--- src/rtl/cam_pack_pkg.sv ---
package cam_pack_pkg;

    localparam int PIX_MAX_W = 14;
    localparam int WORD_W    = 32;
    localparam int HALF_W    = WORD_W / 2;
    localparam int BYTE_W    = WORD_W / 4;
    localparam int SLOT_CNT  = WORD_W / BYTE_W;
    localparam int POS_W     = $clog2(SLOT_CNT);

    typedef enum logic [1:0] {
        PIX_8  = 2'b00,
        PIX_10 = 2'b01,
        PIX_12 = 2'b10,
        PIX_14 = 2'b11
    } pix_width_e;

    typedef struct packed {
        logic start;
        logic stop;
        logic take;
    } frame_evt_t;

    function automatic logic [PIX_MAX_W-1:0] keep_mask(pix_width_e w);
        case (w)
            PIX_8:   keep_mask = PIX_MAX_W'(14'h00FF);
            PIX_10:  keep_mask = PIX_MAX_W'(14'h03FF);
            PIX_12:  keep_mask = PIX_MAX_W'(14'h0FFF);
            default: keep_mask = PIX_MAX_W'(14'h3FFF);
        endcase
    endfunction

    function automatic logic [POS_W-1:0] last_slot(pix_width_e w);
        last_slot = (w == PIX_8) ? POS_W'(SLOT_CNT - 1) : POS_W'(1);
    endfunction

endpackage

--- src/rtl/cam_sync_frontend.sv ---
module cam_sync_frontend
    import cam_pack_pkg::*;
(
    input  logic       clk,
    input  logic       rst,
    input  logic       vsync,
    input  logic       hsync,
    input  logic       vs_pol,
    input  logic       hs_pol,
    input  logic       block,
    output frame_evt_t evt
);
    logic vs_act;
    logic hs_act;
    logic vs_q;

    assign vs_act = (vsync == vs_pol);
    assign hs_act = (hsync == hs_pol);

    always_ff @(posedge clk) begin
        if (rst) vs_q <= 1'b0;
        else     vs_q <= vs_act;
    end

    assign evt.start = vs_act && !vs_q;
    assign evt.stop  = !vs_act && vs_q;
    assign evt.take  = vs_act && hs_act && !block;
endmodule

--- src/rtl/cam_lane_packer.sv ---
module cam_lane_packer
    import cam_pack_pkg::*;
(
    input  logic                 clk,
    input  logic                 rst,
    input  pix_width_e           width,
    input  frame_evt_t           evt,
    input  logic                 drop,
    input  logic [PIX_MAX_W-1:0] pix,
    output logic                 word_done,
    output logic [WORD_W-1:0]    word
);
    logic [POS_W-1:0]     pos, pos_eff;
    logic [WORD_W-1:0]    acc, acc_eff, acc_new, lane;
    logic [PIX_MAX_W-1:0] sample;
    logic                 slot_last;

    assign sample    = pix & keep_mask(width);
    assign pos_eff   = evt.start ? '0 : pos;
    assign acc_eff   = evt.start ? '0 : acc;
    assign slot_last = (pos_eff == last_slot(width));

    always_comb begin
        lane = '0;
        for (int k = 0; k < SLOT_CNT; k++) begin
            if (pos_eff == POS_W'(k)) begin
                if (width == PIX_8)
                    lane = WORD_W'(sample[BYTE_W-1:0]) << (k * BYTE_W);
                else if (k < WORD_W / HALF_W)
                    lane = WORD_W'(sample) << (k * HALF_W);
            end
        end
    end

    assign acc_new   = acc_eff | lane;
    assign word_done = !drop && ((evt.take && slot_last) || (evt.stop && pos != '0));
    assign word      = evt.take ? acc_new : acc;

    always_ff @(posedge clk) begin
        if (rst || drop || evt.stop) begin
            pos <= '0;
            acc <= '0;
        end else if (evt.take) begin
            if (slot_last) begin
                pos <= '0;
                acc <= '0;
            end else begin
                pos <= pos_eff + POS_W'(1);
                acc <= acc_new;
            end
        end else if (evt.start) begin
            pos <= '0;
            acc <= '0;
        end
    end
endmodule

--- src/rtl/cam_out_stage.sv ---
module cam_out_stage
    import cam_pack_pkg::*;
(
    input  logic              clk,
    input  logic              rst,
    input  logic              word_done,
    input  logic [WORD_W-1:0] word,
    input  logic              ready,
    output logic              valid,
    output logic [WORD_W-1:0] data,
    output logic              ovf
);
    logic pending;
    assign pending = valid && !ready;

    always_ff @(posedge clk) begin
        if (rst) begin
            valid <= 1'b0;
            data  <= '0;
            ovf   <= 1'b0;
        end else begin
            if (word_done) begin
                data  <= word;
                valid <= 1'b1;
                if (pending) ovf <= 1'b1;
            end else if (valid && ready) begin
                valid <= 1'b0;
            end
        end
    end
endmodule

--- src/rtl/cam_word_packer.sv ---
module cam_word_packer
    import cam_pack_pkg::*;
(
    input  logic                 clk,
    input  logic                 rst,
    input  logic [1:0]           cfg_width,
    input  logic                 cfg_embedded,
    input  logic                 cfg_vs_pol,
    input  logic                 cfg_hs_pol,
    input  logic [PIX_MAX_W-1:0] pix_data,
    input  logic                 vsync,
    input  logic                 hsync,
    input  logic                 out_ready,
    output logic [WORD_W-1:0]    out_data,
    output logic                 out_valid,
    output logic                 frame_start,
    output logic                 frame_end,
    output logic                 cfg_error,
    output logic                 overflow
);
    pix_width_e        width;
    frame_evt_t        evt;
    logic              illegal;
    logic              word_done;
    logic [WORD_W-1:0] word;

    assign width   = pix_width_e'(cfg_width);
    assign illegal = cfg_embedded && (width != PIX_8);

    cam_sync_frontend u_sync (
        .clk    (clk),
        .rst    (rst),
        .vsync  (vsync),
        .hsync  (hsync),
        .vs_pol (cfg_vs_pol),
        .hs_pol (cfg_hs_pol),
        .block  (illegal),
        .evt    (evt)
    );

    cam_lane_packer u_pack (
        .clk       (clk),
        .rst       (rst),
        .width     (width),
        .evt       (evt),
        .drop      (illegal),
        .pix       (pix_data),
        .word_done (word_done),
        .word      (word)
    );

    cam_out_stage u_out (
        .clk       (clk),
        .rst       (rst),
        .word_done (word_done),
        .word      (word),
        .ready     (out_ready),
        .valid     (out_valid),
        .data      (out_data),
        .ovf       (overflow)
    );

    always_ff @(posedge clk) begin
        if (rst) begin
            frame_start <= 1'b0;
            frame_end   <= 1'b0;
            cfg_error   <= 1'b0;
        end else begin
            frame_start <= evt.start;
            frame_end   <= evt.stop;
            cfg_error   <= illegal;
        end
    end
endmodule

--- config.mk ---
export PLATFORM = sky130hd
export DESIGN_NAME = cam_word_packer
export DESIGN_NICKNAME = d
export VERILOG_FILES = /design/src/rtl/cam_pack_pkg.sv /design/src/rtl/cam_sync_frontend.sv /design/src/rtl/cam_lane_packer.sv /design/src/rtl/cam_out_stage.sv /design/src/rtl/cam_word_packer.sv
export SDC_FILE = /design/constraint.sdc
export NUM_CORES = 1
export LEC_CHECK = 0
export ABC_CLOCK_PERIOD_IN_PS = 1620
export BUFFER_PORTS_ARGS = -buffer_cell sky130_fd_sc_hd__clkbuf_2
export CORE_ASPECT_RATIO = 0.7
export CORE_MARGIN = 3
export CORE_UTILIZATION = 35
export DETAILED_ROUTE_END_ITERATION = 6
export GPL_TIMING_DRIVEN = 0
export PLACE_DENSITY = 0.57
export SLEW_MARGIN = 30
export SYNTH_ARGS = -nofsm -noshare
export SYNTH_HDL_FRONTEND = slang
export SYNTH_SLANG_ARGS = --single-unit
--- constraint.sdc ---
create_clock -name clk -period 1.62 [get_ports clk]
set_input_delay 0.081 -clock clk [delete_from_list [all_inputs] [get_ports clk]]
set_output_delay 0.081 -clock clk [all_outputs]
set_load 0.02 [all_outputs]
Yosys cells after proc, flatten, opt, wreduce, memory -nomap -nowiden
Index checks and enable logic that the tools add are counted.
{"block": "classes", "addsub": 1, "n_eq_ne": 8, "n_mux": 19, "bitwise_logic": 2, "n_reduce_logical": 23}
{"operator": "32-bit two-way mux", "count": 10}
{"operator": "14-bit case mux with 3 select lines", "count": 1}
{"operator": "32-bit bitwise OR", "count": 1}
{"operator": "30-bit two-way mux", "count": 1}
{"operator": "14-bit bitwise AND", "count": 1}
{"operator": "14-bit two-way mux", "count": 1}
{"operator": "1-bit logical AND", "count": 10}
{"operator": "2-bit two-way mux", "count": 4}
{"operator": "2-bit == test, second input constant", "count": 3}
{"operator": "2-bit nonzero test", "count": 3}
{"operator": "2-bit by 1-bit == test with 1-bit output, second input constant", "count": 2}
{"operator": "1-bit zero test", "count": 4}
{"operator": "2-bit zero test", "count": 2}
{"operator": "1-bit logical OR", "count": 3}
{"operator": "2-bit by 1-bit adder with 2-bit output, second input constant", "count": 1}
{"operator": "1-bit == test", "count": 2}
{"operator": "2-bit == test", "count": 1}
{"operator": "1-bit two-way mux", "count": 2}
{"operator": "2-bit AND reduction", "count": 1}
{"block": "totals", "regBits": 72, "in_bits": 24, "out_inout_bits": 37, "elab_cells": 62}

Logic depth before layout (Yosys ltp)
Gate-level depths: netlist (run 1).
{"block": "depth", "ltp_word": 13, "ltp_mapped": 7, "depth_no_buf": 5}

Cells and area by module
From an unflattened synthesis (run 1), not the netlist that was laid out.
{"block": "hier_totals", "cells_unflattened": 378, "hier_area_um2": 3393.3}
{"module": "cam_lane_packer", "instances": 1, "cells_each": 253, "area_each_um2": 2003.2, "seq_area_each_um2": 680.7}
{"module": "cam_out_stage", "instances": 1, "cells_each": 111, "area_each_um2": 1239.9, "seq_area_each_um2": 680.7}
{"module": "cam_word_packer", "instances": 1, "cells_each": 7, "area_each_um2": 93.8, "seq_area_each_um2": 60.1}
{"module": "cam_sync_frontend", "instances": 1, "cells_each": 7, "area_each_um2": 56.3, "seq_area_each_um2": 20.0}

Least setup slack after synthesis (run 1)
OpenSTA, ideal clock, no wires.
{"block": "synth_path", "kind": "reg-to-reg", "startpoint": "register u_sync.vs_q", "endpoint": "register u_out.data[28]", "setup_time_ps": 117, "arrival_ps": 1462, "required_time_ps": 1503, "path_slack_ps": 40, "path_stages_with_launch": 8, "path_buffers": 2, "period_less_slack_ps": 1580, "cell_sequence": "dfxtp_1 buf_2 nand2_1 nor4b_2 o21a_2 nor2_4 buf_4 a32o_1"}
{"block": "synth_between", "elab_chain_len": 11, "word_cells_on_any_way": 20, "classes_between": "eq/ne: 4; mux: 8; bitwise: 1; reduce/logical: 7"}
{"element": "from (decl)", "line": "cam_sync_frontend.sv:15", "text": "logic vs_q;"}
{"element": "from (signal assigned)", "line": "cam_sync_frontend.sv:22", "text": "else vs_q <= vs_act;"}
{"element": "1-bit zero test", "line": "cam_sync_frontend.sv:25", "text": "assign evt.start = vs_act && !vs_q;"}
{"element": "1-bit logical AND", "line": "cam_sync_frontend.sv:25"}
{"element": "2-bit two-way mux", "line": "cam_lane_packer.sv:19", "text": "assign pos_eff = evt.start ? '0 : pos;"}
{"element": "2-bit by 1-bit == test with 1-bit output", "line": "cam_lane_packer.sv:26", "text": "if (pos_eff == POS_W'(k)) begin"}
{"element": "32-bit two-way mux", "line": "cam_lane_packer.sv:26"}
{"element": "32-bit two-way mux", "line": "cam_lane_packer.sv:27", "text": "if (width == PIX_8)"}
{"element": "32-bit two-way mux", "line": "cam_lane_packer.sv:26"}
{"element": "32-bit two-way mux", "line": "cam_lane_packer.sv:27"}
{"element": "32-bit two-way mux", "line": "cam_lane_packer.sv:26"}
{"element": "32-bit bitwise OR", "line": "cam_lane_packer.sv:35", "text": "assign acc_new = acc_eff | lane;"}
{"element": "32-bit two-way mux", "line": "cam_lane_packer.sv:37", "text": "assign word = evt.take ? acc_new : acc;"}
{"element": "to (signal assigned)", "line": "cam_out_stage.sv:23", "text": "data <= word;"}
{"element": "to (decl)", "line": "cam_out_stage.sv:10", "text": "output logic [WORD_W-1:0] data,"}
Several ways; a longest one is shown, not always the timed one.
A chain may end at the register's enable or synchronous reset.

Worst setup path after layout (run 1)
{"block": "layout_path", "startpoint": "register u_sync.vs_q", "endpoint": "register u_out.data[1]"}
{"block": "layout_between", "elab_chain_len": 12, "word_cells_on_any_way": 22, "classes_between": "eq/ne: 4; mux: 9; bitwise: 1; reduce/logical: 8"}
{"element": "1-bit zero test", "line": "cam_sync_frontend.sv:25"}
{"element": "1-bit logical AND", "line": "cam_sync_frontend.sv:25"}
{"element": "2-bit two-way mux", "line": "cam_lane_packer.sv:19"}
{"element": "2-bit zero test", "line": "cam_lane_packer.sv:26"}
{"element": "32-bit two-way mux (2 in series)", "line": "cam_lane_packer.sv:26"}
{"element": "32-bit two-way mux", "line": "cam_lane_packer.sv:27"}
{"element": "32-bit two-way mux", "line": "cam_lane_packer.sv:26"}
{"element": "32-bit two-way mux", "line": "cam_lane_packer.sv:27"}
{"element": "32-bit two-way mux", "line": "cam_lane_packer.sv:26"}
{"element": "32-bit bitwise OR", "line": "cam_lane_packer.sv:35"}
{"element": "32-bit two-way mux", "line": "cam_lane_packer.sv:37"}
Several ways; a longest one is shown, not always the timed one.

==> metrics.csv, run 1 <==
stage;metric;value;unit
status;status;finished, violations left;
status;failing checks;negative setup slack;
setup_path;RR Endpoint;u_out.data[1];
routing;initial drt markers;285;
layout;most common cell after layout, fill and taps aside;dfxtp_1;
floorplan;core area;8580;µm²
layout;fraction of layout instances using a drive strength above 1;39.1;%
setup_path;Worst setup EP type;flop;
clock_tree;CTS tree;built;
yosys;post-synthesis simple-gate area fraction;20.1;%
yosys;ranking of synthesized cells by area;dfxtp_1 46%, nor2_1 6.2%, nand2_1 4.7%, a21oi_1 4.3%, a22oi_1 3.3%;
min_path;hold_sp;out_ready;
clock_tree;worst skew pair latency;330;ps
grt;first-pass GRT wire length;15100;µm
grt;initial antenna violation count;0;
setup_path;CP Max Fanout;9;
grt;total gr overflow;0;
flow_run;max-cap violation count;0;
setup_path;FF-to-FF path depth;5;
timing;Tcrit/Tclk final;102;%
yosys;Synth Area in XOR/XNOR;2.15;%
timing;Tightest Pin Transition;652;ps
routing;wire length per cell;18.1;µm
clock_tree;CTS Root Cell;clkbuf_16;
yosys;Synth Area in Adders;0;%
setup_path;setup slack, reg-to-reg;-40;ps
floorplan;die width;119;µm
layout;final-stage net count;463;
place;Setup Slack @ Placement;-360;ps
routing;DRC;0;
grt;vias in the first global route;2856;
clock_tree;total CTS buffers;9;
setup_path;WS Path Type;reg -> reg;
min_path;Worst Hold End;u_out.valid;
grt;largest net degree at the start of global routing;13;
clock_tree;H-tree depth;3;
setup_path;CP Data Required Time;1820;ps
yosys;main combinational cell family by area after synthesis;compound AO/OA/AOI/OAI gates;
yosys;Synth Area in Compound Gates;27.1;%
timing;Slew Limit Fails;0;
min_path;WHS Path Cells;4;
min_path;Hold Crit Class;in -> reg;
yosys;Seq cells post-synth;72;
routing;DRT antenna net count;0;
timing;setup repair after global routing missed its margin;yes;
timing;Peak Freq;604;MHz
grt;GRT Total Usage;19.3;%
yosys;Synth top area share;45.9;%
power;Pwr Density;978;nW/µm²
setup_path;Slowest-stage cell, CP;a21oi_2;
floorplan;die height;85.2;µm
yosys;register area share after synthesis;45.9;%
setup_path;crit-path max cell delay;460;ps
power;Max VDD drop;0.000709;V
timing;post-layout minimum cycle time;1660;ps
clock_tree;clk buf depth;2;
timing;Hold Fails Final Rpt;0;
setup_path;Critical Path Start Type;flop;
setup_path;CP delay by family, top;compound AO/OA/AOI/OAI gates;
layout;antenna fix cells;0;
floorplan;I/O pin count;61;
place;post-placement cell area;3580;µm²
layout;Non-Filler Cell Area, Final;4380;µm²
yosys;Yosys top cell by area;dfxtp_1;
routing;total number of vias;3088;
timing;Max transition margin;56.5;%
routing;Pre-antenna DRT Iters;5;
floorplan;die area;10200;µm²
clock_tree;Clock transition at path regs;60;ps
timing;Min Hold Slack;62.2;ps
place;Final Wtd Congestion;0.957;
yosys;syn nets;374;
yosys;dominant synthesized flop cell;dfxtp_1;
yosys;ys async rst share;0;%
power;Leak;1.66;nW
yosys;mapped cell area;3140;µm²
floorplan;initial core utilization;36.6;%
timing;final worst slack;-37.0;ps
setup_path;Bufs and invs on worst path;1;
routing;DRT Wirelength;10200;µm
timing;final setup vio count;6;
layout;Area growth syn-to-layout;39.5;%
timing;Final Skew;5.21;ps
yosys;Syn Area/Cell;8.97;µm²
setup_path;critical-path cell list;inv_1, a21oi_2, nor2_4, a221oi_1, nor3_1;
setup_path;FF-to-FF Start;u_sync.vs_q;
yosys;mux contribution to synthesized area;0;%
floorplan;Rows;28;
clock_tree;hold_buf cts;0;
place;buffers added on ports;59;
place;hpwl dp;7000;µm
yosys;Synth Warn #;0;
layout;most frequent cells in the layout;69 x dfxtp_1, 59 x clkbuf_2, 48 x nor2_1;
routing;Vias per Instance;5.48;
yosys;Post-synth EDFFs;0;
yosys;Synth Instances;350;
yosys;unique cell type count in the Yosys netlist;55;
clock_tree;total clock sinks;72;
setup_path;Critical Path AT;1860;ps
repair_timing:
action                     4_1_cts  5_1_grt
hold endpoints to repair         0        0
setup endpoints to repair       66       62
cloned                           2        1
gates resized for setup         28       47
setup buffers                    8        8
pin swaps                        6       20
sequential cells by signal, summed over array words and instances (netlist names):
register     flops
u_out.ovf        1
frame_start      1
u_out.data      32
u_pack.pos       2
u_pack.acc      32
u_sync.vs_q      1
u_out.valid      1
frame_end        1
cfg_error        1
cells in the mapped netlist, drive strengths merged (4+ instances only):
cell type  number
a211oi         11
a21o            6
a21oi          27
a22oi          14
a31oi           6
a32o            6
buf            18
clkbuf          6
dfxtp          72
nand2          40
nand2b          4
nand3           5
nor2           57
nor3            7
o21ai          10
o221ai          4
o22ai           7
o2bb2ai         8
xnor2           4
power breakdown:
part / total (W) / leakage, nW / switching (W) / internal, W
combinational: 0.000523 / 0.936 / 0.000353 / 0.000169
sequential: 0.00180 / 0.583 / 0.0000105 / 0.00179
clock: 0.00196 / 0.145 / 0.000736 / 0.00122
total: 0.00428 / 1.66 / 0.00110 / 0.00318
kinds of logic after synthesis:
logic type	Yosys count
compound gates	118
buf+inv	26
flops	72
simple gates	128
xor+xnor	6
area by class of cell:
type,count,area [µm²]
clock inverters,5,56.3
well taps,120,150
repair buffers,78,448
flip-flops and latches,72,1450
multi-input cells,252,1840
clock buffers,10,239
fillers,806,4210
plain buffers,24,186
inverters,2,7.51
stage by stage:
step	util (%)	cells	TNS, ps	power, W
after floorplan	-	350	0	0.00211
after global placement	41.8	529	-13450	0.00226
after detailed placement	41.8	529	-13280	0.00227
after CTS	47.6	554	-439	0.00428
after global routing	51.0	563	-1170	0.00445
final	51.0	563	-95.8	0.00428
worst reg2reg max path, cell delays in order (launching register included):
cell and delay [ps]:
dfxtp_2 330, inv_1 120, a21oi_2 460, nor2_4 150, a221oi_1 380, nor3_1 90
worst max path at each step:
stage	from	to	cells past startpoint
after floorplan	u_sync.vs_q	u_out.data[28]	7
after global placement	u_pack.pos[1]	u_pack.acc[19]	6
after detailed placement	u_pack.pos[1]	u_pack.acc[21]	6
after CTS	u_pack.pos[0]	u_out.data[28]	7
after global routing	u_pack.pos[1]	u_out.data[23]	6
final	u_sync.vs_q	u_out.data[1]	5
layer usage:
metal	share of wire, %	up-vias	GRT usage (%)	routed length, µm
met2	42	127	27.3	4280
met3	8.2	17	6.26	832
li1	-	1468	-	-
met1	48	1476	28.0	4930
met4	1.5	0	5.47	158
met5	0	-	0	0
(Power assumes the default switching activity.)
==> run 2: changes to the inputs <==
--- a/config.mk
+++ b/config.mk
@@ -5,14 +5,15 @@
 export SDC_FILE = /design/constraint.sdc
 export NUM_CORES = 1
 export LEC_CHECK = 0
-export ABC_CLOCK_PERIOD_IN_PS = 1620
+export ABC_CLOCK_PERIOD_IN_PS = 1600
 export BUFFER_PORTS_ARGS = -buffer_cell sky130_fd_sc_hd__clkbuf_2
 export CORE_ASPECT_RATIO = 0.7
 export CORE_MARGIN = 3
 export CORE_UTILIZATION = 35
 export DETAILED_ROUTE_END_ITERATION = 6
 export GPL_TIMING_DRIVEN = 0
-export PLACE_DENSITY = 0.57
+export PLACE_DENSITY = 0.55
+export SETUP_SLACK_MARGIN = 0.05
 export SLEW_MARGIN = 30
 export SYNTH_ARGS = -nofsm -noshare
 export SYNTH_HDL_FRONTEND = slang
==> constraint.sdc (replaced) <==
create_clock -name clk -period 1.6 [get_ports clk]
set_input_delay 0.08 -clock clk [delete_from_list [all_inputs] [get_ports clk]]
set_output_delay 0.08 -clock clk [all_outputs]
set_load 0.02 [all_outputs]
==> run 2 against run 1 <==
- the run still ends with negative setup slack left
- maximum frequency is 1.2% higher
- die area stayed put
- utilization is 0.83 points higher
- critical endpoint is now u_out.data[29]
==> metrics.csv, run 2 (synthesis results as in run 1) <==
stage;metric;value;unit
status;status;finished, violations left;
status;failing checks;negative setup slack;
setup_path;setup slack, reg-to-reg;-40;ps
floorplan;initial core utilization;36.6;%
clock_tree;hold_buf cts;0;
layout;most common cell after layout, fill and taps aside;dfxtp_1;
layout;most frequent cells in the layout;70 x dfxtp_1, 60 x clkbuf_2, 42 x nor2_1;
grt;first-pass GRT wire length;16000;µm
timing;final worst slack;-37.1;ps
layout;Fill cells;812;
power;Leak;1.67;nW
routing;DRT Wirelength;10200;µm
layout;area of the multi-input gates;1890;µm²
flow_run;max-cap violation count;0;
place;buffers added on ports;59;
timing;post-layout minimum cycle time;1640;ps
min_path;hold_sp;out_ready;
routing;wire length per cell;18.1;µm
setup_path;WS Path Type;reg -> reg;
min_path;WHS Path Cells;4;
setup_path;Worst setup EP type;flop;
grt;GRT Total Usage;20.4;%
place;hpwl dp;6980;µm
layout;area taken by flip-flops and latches;1450;µm²
place;Setup Slack @ Placement;-278;ps
clock_tree;CTS tree;built;
routing;DRT antenna net count;0;
clock_tree;worst skew pair latency;340;ps
min_path;Hold Crit Class;in -> reg;
timing;Min Hold Slack;63.7;ps
timing;Tcrit/Tclk final;102;%
timing;final setup vio count;11;
power;Max VDD drop;0.000736;V
floorplan;core area;8580;µm²
timing;Slew Limit Fails;0;
setup_path;RR Endpoint;u_out.data[29];
routing;total number of vias;3074;
floorplan;die width;119;µm
place;post-placement cell area;3590;µm²
clock_tree;clk buf depth;2;
timing;Final Skew;8.37;ps
grt;vias in the first global route;2998;
place;Final Wtd Congestion;0.915;
setup_path;FF-to-FF path depth;7;
grt;largest net degree at the start of global routing;13;
clock_tree;H-tree depth;3;
floorplan;die area;10200;µm²
setup_path;FF-to-FF Start;u_pack.pos[0];
setup_path;CP Data Required Time;1830;ps
layout;Area growth syn-to-layout;41.7;%
layout;fraction of layout instances using a drive strength above 1;41.4;%
layout;largest registers;u_out.data: 32 flops, u_pack.acc: 32 flops, u_pack.pos: 2 flops;
layout;antenna fix cells;0;
timing;Hold Fails Final Rpt;0;
grt;total gr overflow;0;
routing;Vias per Instance;5.47;
clock_tree;total CTS buffers;9;
layout;final-stage net count;461;
routing;DRC;0;
layout;Non-Filler Cell Area, Final;4450;µm²
setup_path;CP Max Fanout;8;
clock_tree;Clock transition at path regs;60;ps
setup_path;Critical Path AT;1870;ps
floorplan;die height;85.2;µm
grt;initial antenna violation count;0;
timing;Peak Freq;611;MHz
power;Pwr Density;969;nW/µm²
setup_path;Critical Path Start Type;flop;
routing;initial drt markers;289;
floorplan;Rows;28;
clock_tree;total clock sinks;72;
place;Cells after DPL;529;
layout;fin cells;562;
timing;Tightest Pin Transition;670;ps
timing;setup repair after global routing missed its margin;yes;
floorplan;I/O pin count;61;
min_path;Worst Hold End;u_out.ovf;
routing;Pre-antenna DRT Iters;5;
clock_tree;CTS Root Cell;clkbuf_16;
timing;Max transition margin;55.3;%
run 2: cell count changes in the layout (fill, tap and decap cells not counted), sizes merged:
cell	before	now
bufinv	1	0
clkinv	2	1
buf	38	34
clkbuf	74	79
run 2: report_power, final:
part / internal [W] / switching [W] / leakage [nW]
clock: 0.00114 / 0.000787 / 0.136
combinational: 0.000187 / 0.000370 / 0.954
sequential: 0.00181 / 0.0000111 / 0.582
total: 0.00314 / 0.00117 / 1.67
run 2: final cells by class:
class	instances	area share (%)
plain buffers	24	4.61
clock buffers	13	5.85
clock inverters	3	0.562
inverters	2	0.169
multi-input cells	252	42.5
flip-flops and latches	72	32.5
well taps	120	3.37
repair buffers	76	10.4
run 2: metal layers:
metal / share of wire, % / global-route usage, % / vias up / wire (µm)
met5: 0 / 0 / - / 0
met4: 1.3 / 7.15 / 0 / 128
met3: 7.0 / 6.60 / 16 / 712
met2: 42 / 28.8 / 109 / 4310
met1: 49 / 29.2 / 1479 / 5000
li1: - / - / 1470 / -
run 2: critical path, cell delays in order (launching register included):
cell	delay (ps)
dfxtp_2	330
buf_6	140
nand2_4	60
nor4b_4	250
o21a_4	290
nor2_4	80
buf_6	170
a32o_1	190
run 2: what timing repair did:
item	4_1_cts	5_1_grt
setup buffers	8	7
gates cloned	2	1
setup endpoints to repair	65	62
resized for setup	36	64
pin swaps	7	23
run 2: through the flow:
step / power [W] / setup TNS (ps) / utilization (%)
after global routing: 0.00446 / -1460 / 51.8
after floorplan: 0.00214 / 0 / -
after CTS: 0.00427 / -164 / 47.9
final: 0.00431 / -214 / 51.8
after detailed placement: 0.00230 / -12250 / 41.9
after global placement: 0.00230 / -11320 / 41.9
run 2: worst max-delay path by stage:
stage,slack [ps],endpoint,cells after the start,startpoint
floorplan,70,u_out.data[28],7,u_pack.pos[0]
global placement,-290,u_out.data[1],6,u_pack.pos[0]
detailed placement,-280,u_out.data[1],6,u_pack.pos[0]
CTS,-30,u_out.data[17],6,u_pack.pos[1]
global route,-100,u_out.data[17],6,u_pack.pos[1]
finish,-40,u_out.data[29],7,u_pack.pos[0]
==> run 3: changes to the inputs <==
--- a/config.mk
+++ b/config.mk
@@ -5,6 +5,7 @@
 export SDC_FILE = /design/constraint.sdc
 export NUM_CORES = 1
 export LEC_CHECK = 0
+export ABC_AREA = 1
 export ABC_CLOCK_PERIOD_IN_PS = 1600
 export BUFFER_PORTS_ARGS = -buffer_cell sky130_fd_sc_hd__clkbuf_2
 export CORE_ASPECT_RATIO = 0.7
@@ -12,8 +13,9 @@
 export CORE_UTILIZATION = 35
 export DETAILED_ROUTE_END_ITERATION = 6
 export GPL_TIMING_DRIVEN = 0
-export PLACE_DENSITY = 0.55
+export PLACE_DENSITY = 0.54
 export SETUP_SLACK_MARGIN = 0.05
+export SKIP_CTS_REPAIR_TIMING = 1
 export SLEW_MARGIN = 30
 export SYNTH_ARGS = -nofsm -noshare
 export SYNTH_HDL_FRONTEND = slang
==> run 3 against run 2 <==
- the flow still finishes with violations (negative setup slack)
- count of clock-buffer cells in the layout is 3 lower
- hold slack lost 42 ps
- synthesized cell count grew 78%
- sequential cell count did not move
- largest cell class unchanged
- highest routed layer unchanged
==> metrics.csv, run 3 <==
stage;metric;value;unit
layout;Non-Filler Cell Area, Final;4960;µm²
yosys;mapped cell area;3920;µm²
clock_tree;Clock transition at path regs;60;ps
setup_path;critical-path cell list;inv_2, nand3_4, nand4_1, nand2_2, nand2_2, nand2_4, buf_12, buf_12, nand2_1, nor2_2, nor2_1;
routing;Vias per Instance;5.13;
floorplan;die width;132;µm
power;Max VDD drop;0.000496;V
floorplan;I/O pin count;61;
timing;Peak Freq;623;MHz
yosys;dominant synthesized flop cell;dfxtp_1;
yosys;Synth Instances;622;
place;Final Wtd Congestion;0.951;
setup_path;Worst setup EP type;flop;
timing;post-layout minimum cycle time;1600;ps
clock_tree;clk buf depth;2;
yosys;ys async rst share;0;%
power;Leak;2.29;nW
yosys;Post-synth EDFFs;0;
setup_path;RR Endpoint;u_out.data[8];
routing;total number of vias;4380;
setup_path;CP Data Required Time;1830;ps
yosys;register area share after synthesis;36.8;%
grt;largest net degree at the start of global routing;13;
setup_path;Slowest-stage cell, CP;dfxtp_2;
floorplan;Rows;31;
yosys;list of most frequent post-synthesis cells;179 x nand2_1, 90 x nor2_1, 87 x nand3_1, 72 x dfxtp_1, 41 x a21oi_1;
layout;fin cells;854;
layout;most common cell after layout, fill and taps aside;nand2_1;
yosys;Synth Warn #;0;
min_path;hold_sp;rst;
grt;GRT Total Usage;22.6;%
layout;most frequent cells in the layout;169 x nand2_1, 87 x nand3_1, 78 x nor2_1;
layout;largest registers;u_out.data: 32 flops, u_pack.acc: 32 flops, u_pack.pos: 2 flops;
setup_path;FF-to-FF path depth;11;
clock_tree;worst skew pair latency;330;ps
setup_path;Critical Path Start Type;flop;
clock_tree;total clock sinks;72;
place;hpwl dp;10400;µm
grt;total gr overflow;0;
timing;Hold Fails Final Rpt;0;
grt;initial antenna violation count;0;
status;failing checks;negative setup slack;
setup_path;FF-to-FF Start;u_sync.vs_q;
place;buffers added on ports;60;
layout;fraction of layout instances using a drive strength above 1;24.4;%
setup_path;crit-path max cell delay;340;ps
routing;Pre-antenna DRT Iters;5;
setup_path;Critical Path AT;1830;ps
place;Cells after DPL;830;
floorplan;die height;94.5;µm
routing;wire length per cell;16.8;µm
clock_tree;total CTS buffers;9;
setup_path;crit path launch;u_sync.vs_q;
yosys;unique cell type count in the Yosys netlist;26;
timing;final worst slack;-4.74;ps
layout;final core utilization;46.7;%
setup_path;setup slack, reg-to-reg;-5;ps
floorplan;die area;12500;µm²
setup_path;WS Path Type;reg -> reg;
timing;setup repair after global routing missed its margin;yes;
clock_tree;CTS tree;built;
timing;Final Skew;4.73;ps
power;Pwr Density;881;nW/µm²
status;status;finished, violations left;
timing;Min Hold Slack;21.4;ps
layout;final-stage net count;725;
grt;first-pass GRT wire length;21900;µm
flow_run;max-cap violation count;0;
min_path;Hold Crit Class;in -> reg;
min_path;Worst Hold End;u_sync.vs_q;
floorplan;initial core utilization;36.8;%
routing;DRT antenna net count;0;
yosys;Seq cells post-synth;72;
timing;Slew Limit Fails;0;
timing;post-route setup TNS;-8.49;ps
routing;DRC;0;
setup_path;CP Max Fanout;8;
yosys;ranking of synthesized cells by area;dfxtp_1 37%, nand2_1 17%, nand3_1 11%, nor2_1 8.6%, a21oi_1 5.2%;
timing;final setup vio count;2;
timing;Tcrit/Tclk final;100;%
floorplan;core area;10600;µm²
layout;antenna fix cells;0;
timing;Tightest Pin Transition;795;ps
layout;Area growth syn-to-layout;26.7;%
clock_tree;CTS Root Cell;clkbuf_16;
place;post-placement cell area;4400;µm²
yosys;Synth top area share;36.8;%
routing;DRT Wirelength;14300;µm
grt;vias in the first global route;3917;
timing;Max transition margin;47.0;%
clock_tree;H-tree depth;3;
routing;initial drt markers;435;
min_path;WHS Path Cells;2;
yosys;Yosys top cell by area;dfxtp_1;
yosys;syn nets;646;
yosys;Syn Area/Cell;6.30;µm²
yosys;top-count cell post-synth;nand2_1;
run 3: final cells by class:
cell class              count  area (µm²)
repair buffers             68         390
multi-input cells         467        2200
plain buffers              41         297
flip-flops and latches     72        1440
clock buffers              10         239
clock inverters             6        35.0
inverters                  42         173
well taps                 148         185
fillers                  1182        5660
run 3: worst max-delay path, delay by kind of cell, from the launching register on:
family	cells	cell delay, ps
buffers and inverters	3	300
flip-flops	1	340
AND/OR/NAND/NOR	8	840
run 3: worst max-delay path by stage:
stage                     end  slack (ps)  cells past startpoint
5_1_grt         u_out.data[8]        -110                     11
2_1_floorplan  u_out.data[18]         170                     10
6_report        u_out.data[8]          -5                     11
3_5_place_dp    u_out.data[4]        -310                      9
4_1_cts         u_out.data[4]        -330                      9
3_3_place_gp    u_out.data[3]        -340                      9
run 3: cells by family after synthesis:
kind of cell	synth area share [%]
xor gates and xnor gates	0.224
and+or+nand+nor	41.2
AOI/OAI and AO/OA	11.4
buffers and inverters	10.4
DFF	36.8
run 3: metrics by stage:
stage               power (W)  setup slack, ps
floorplan             0.00222              170
global placement      0.00244             -335
detailed placement    0.00244             -309
CTS                   0.00434             -329
global route          0.00451             -115
finish                0.00437            -4.74
run 3: per-layer routing:
| layer | up-vias | share of wire (%) | global-route usage [%] |
|---|---|---|---|
| li1 | 2165 | - | - |
| met1 | 2051 | 51 | 34.5 |
| met2 | 155 | 41 | 31.9 |
| met3 | 9 | 6.9 | 4.74 |
| met4 | 0 | 0.87 | 5.71 |
| met5 | - | 0 | 0 |
run 3: report_power, final:
part	leakage (nW)	total [W]	internal [W]	switching, W
logic	1.57	0.000633	0.000182	0.000450
registers	0.582	0.00184	0.00182	0.0000162
clock network	0.134	0.00190	0.00108	0.000822
total	2.29	0.00437	0.00308	0.00129
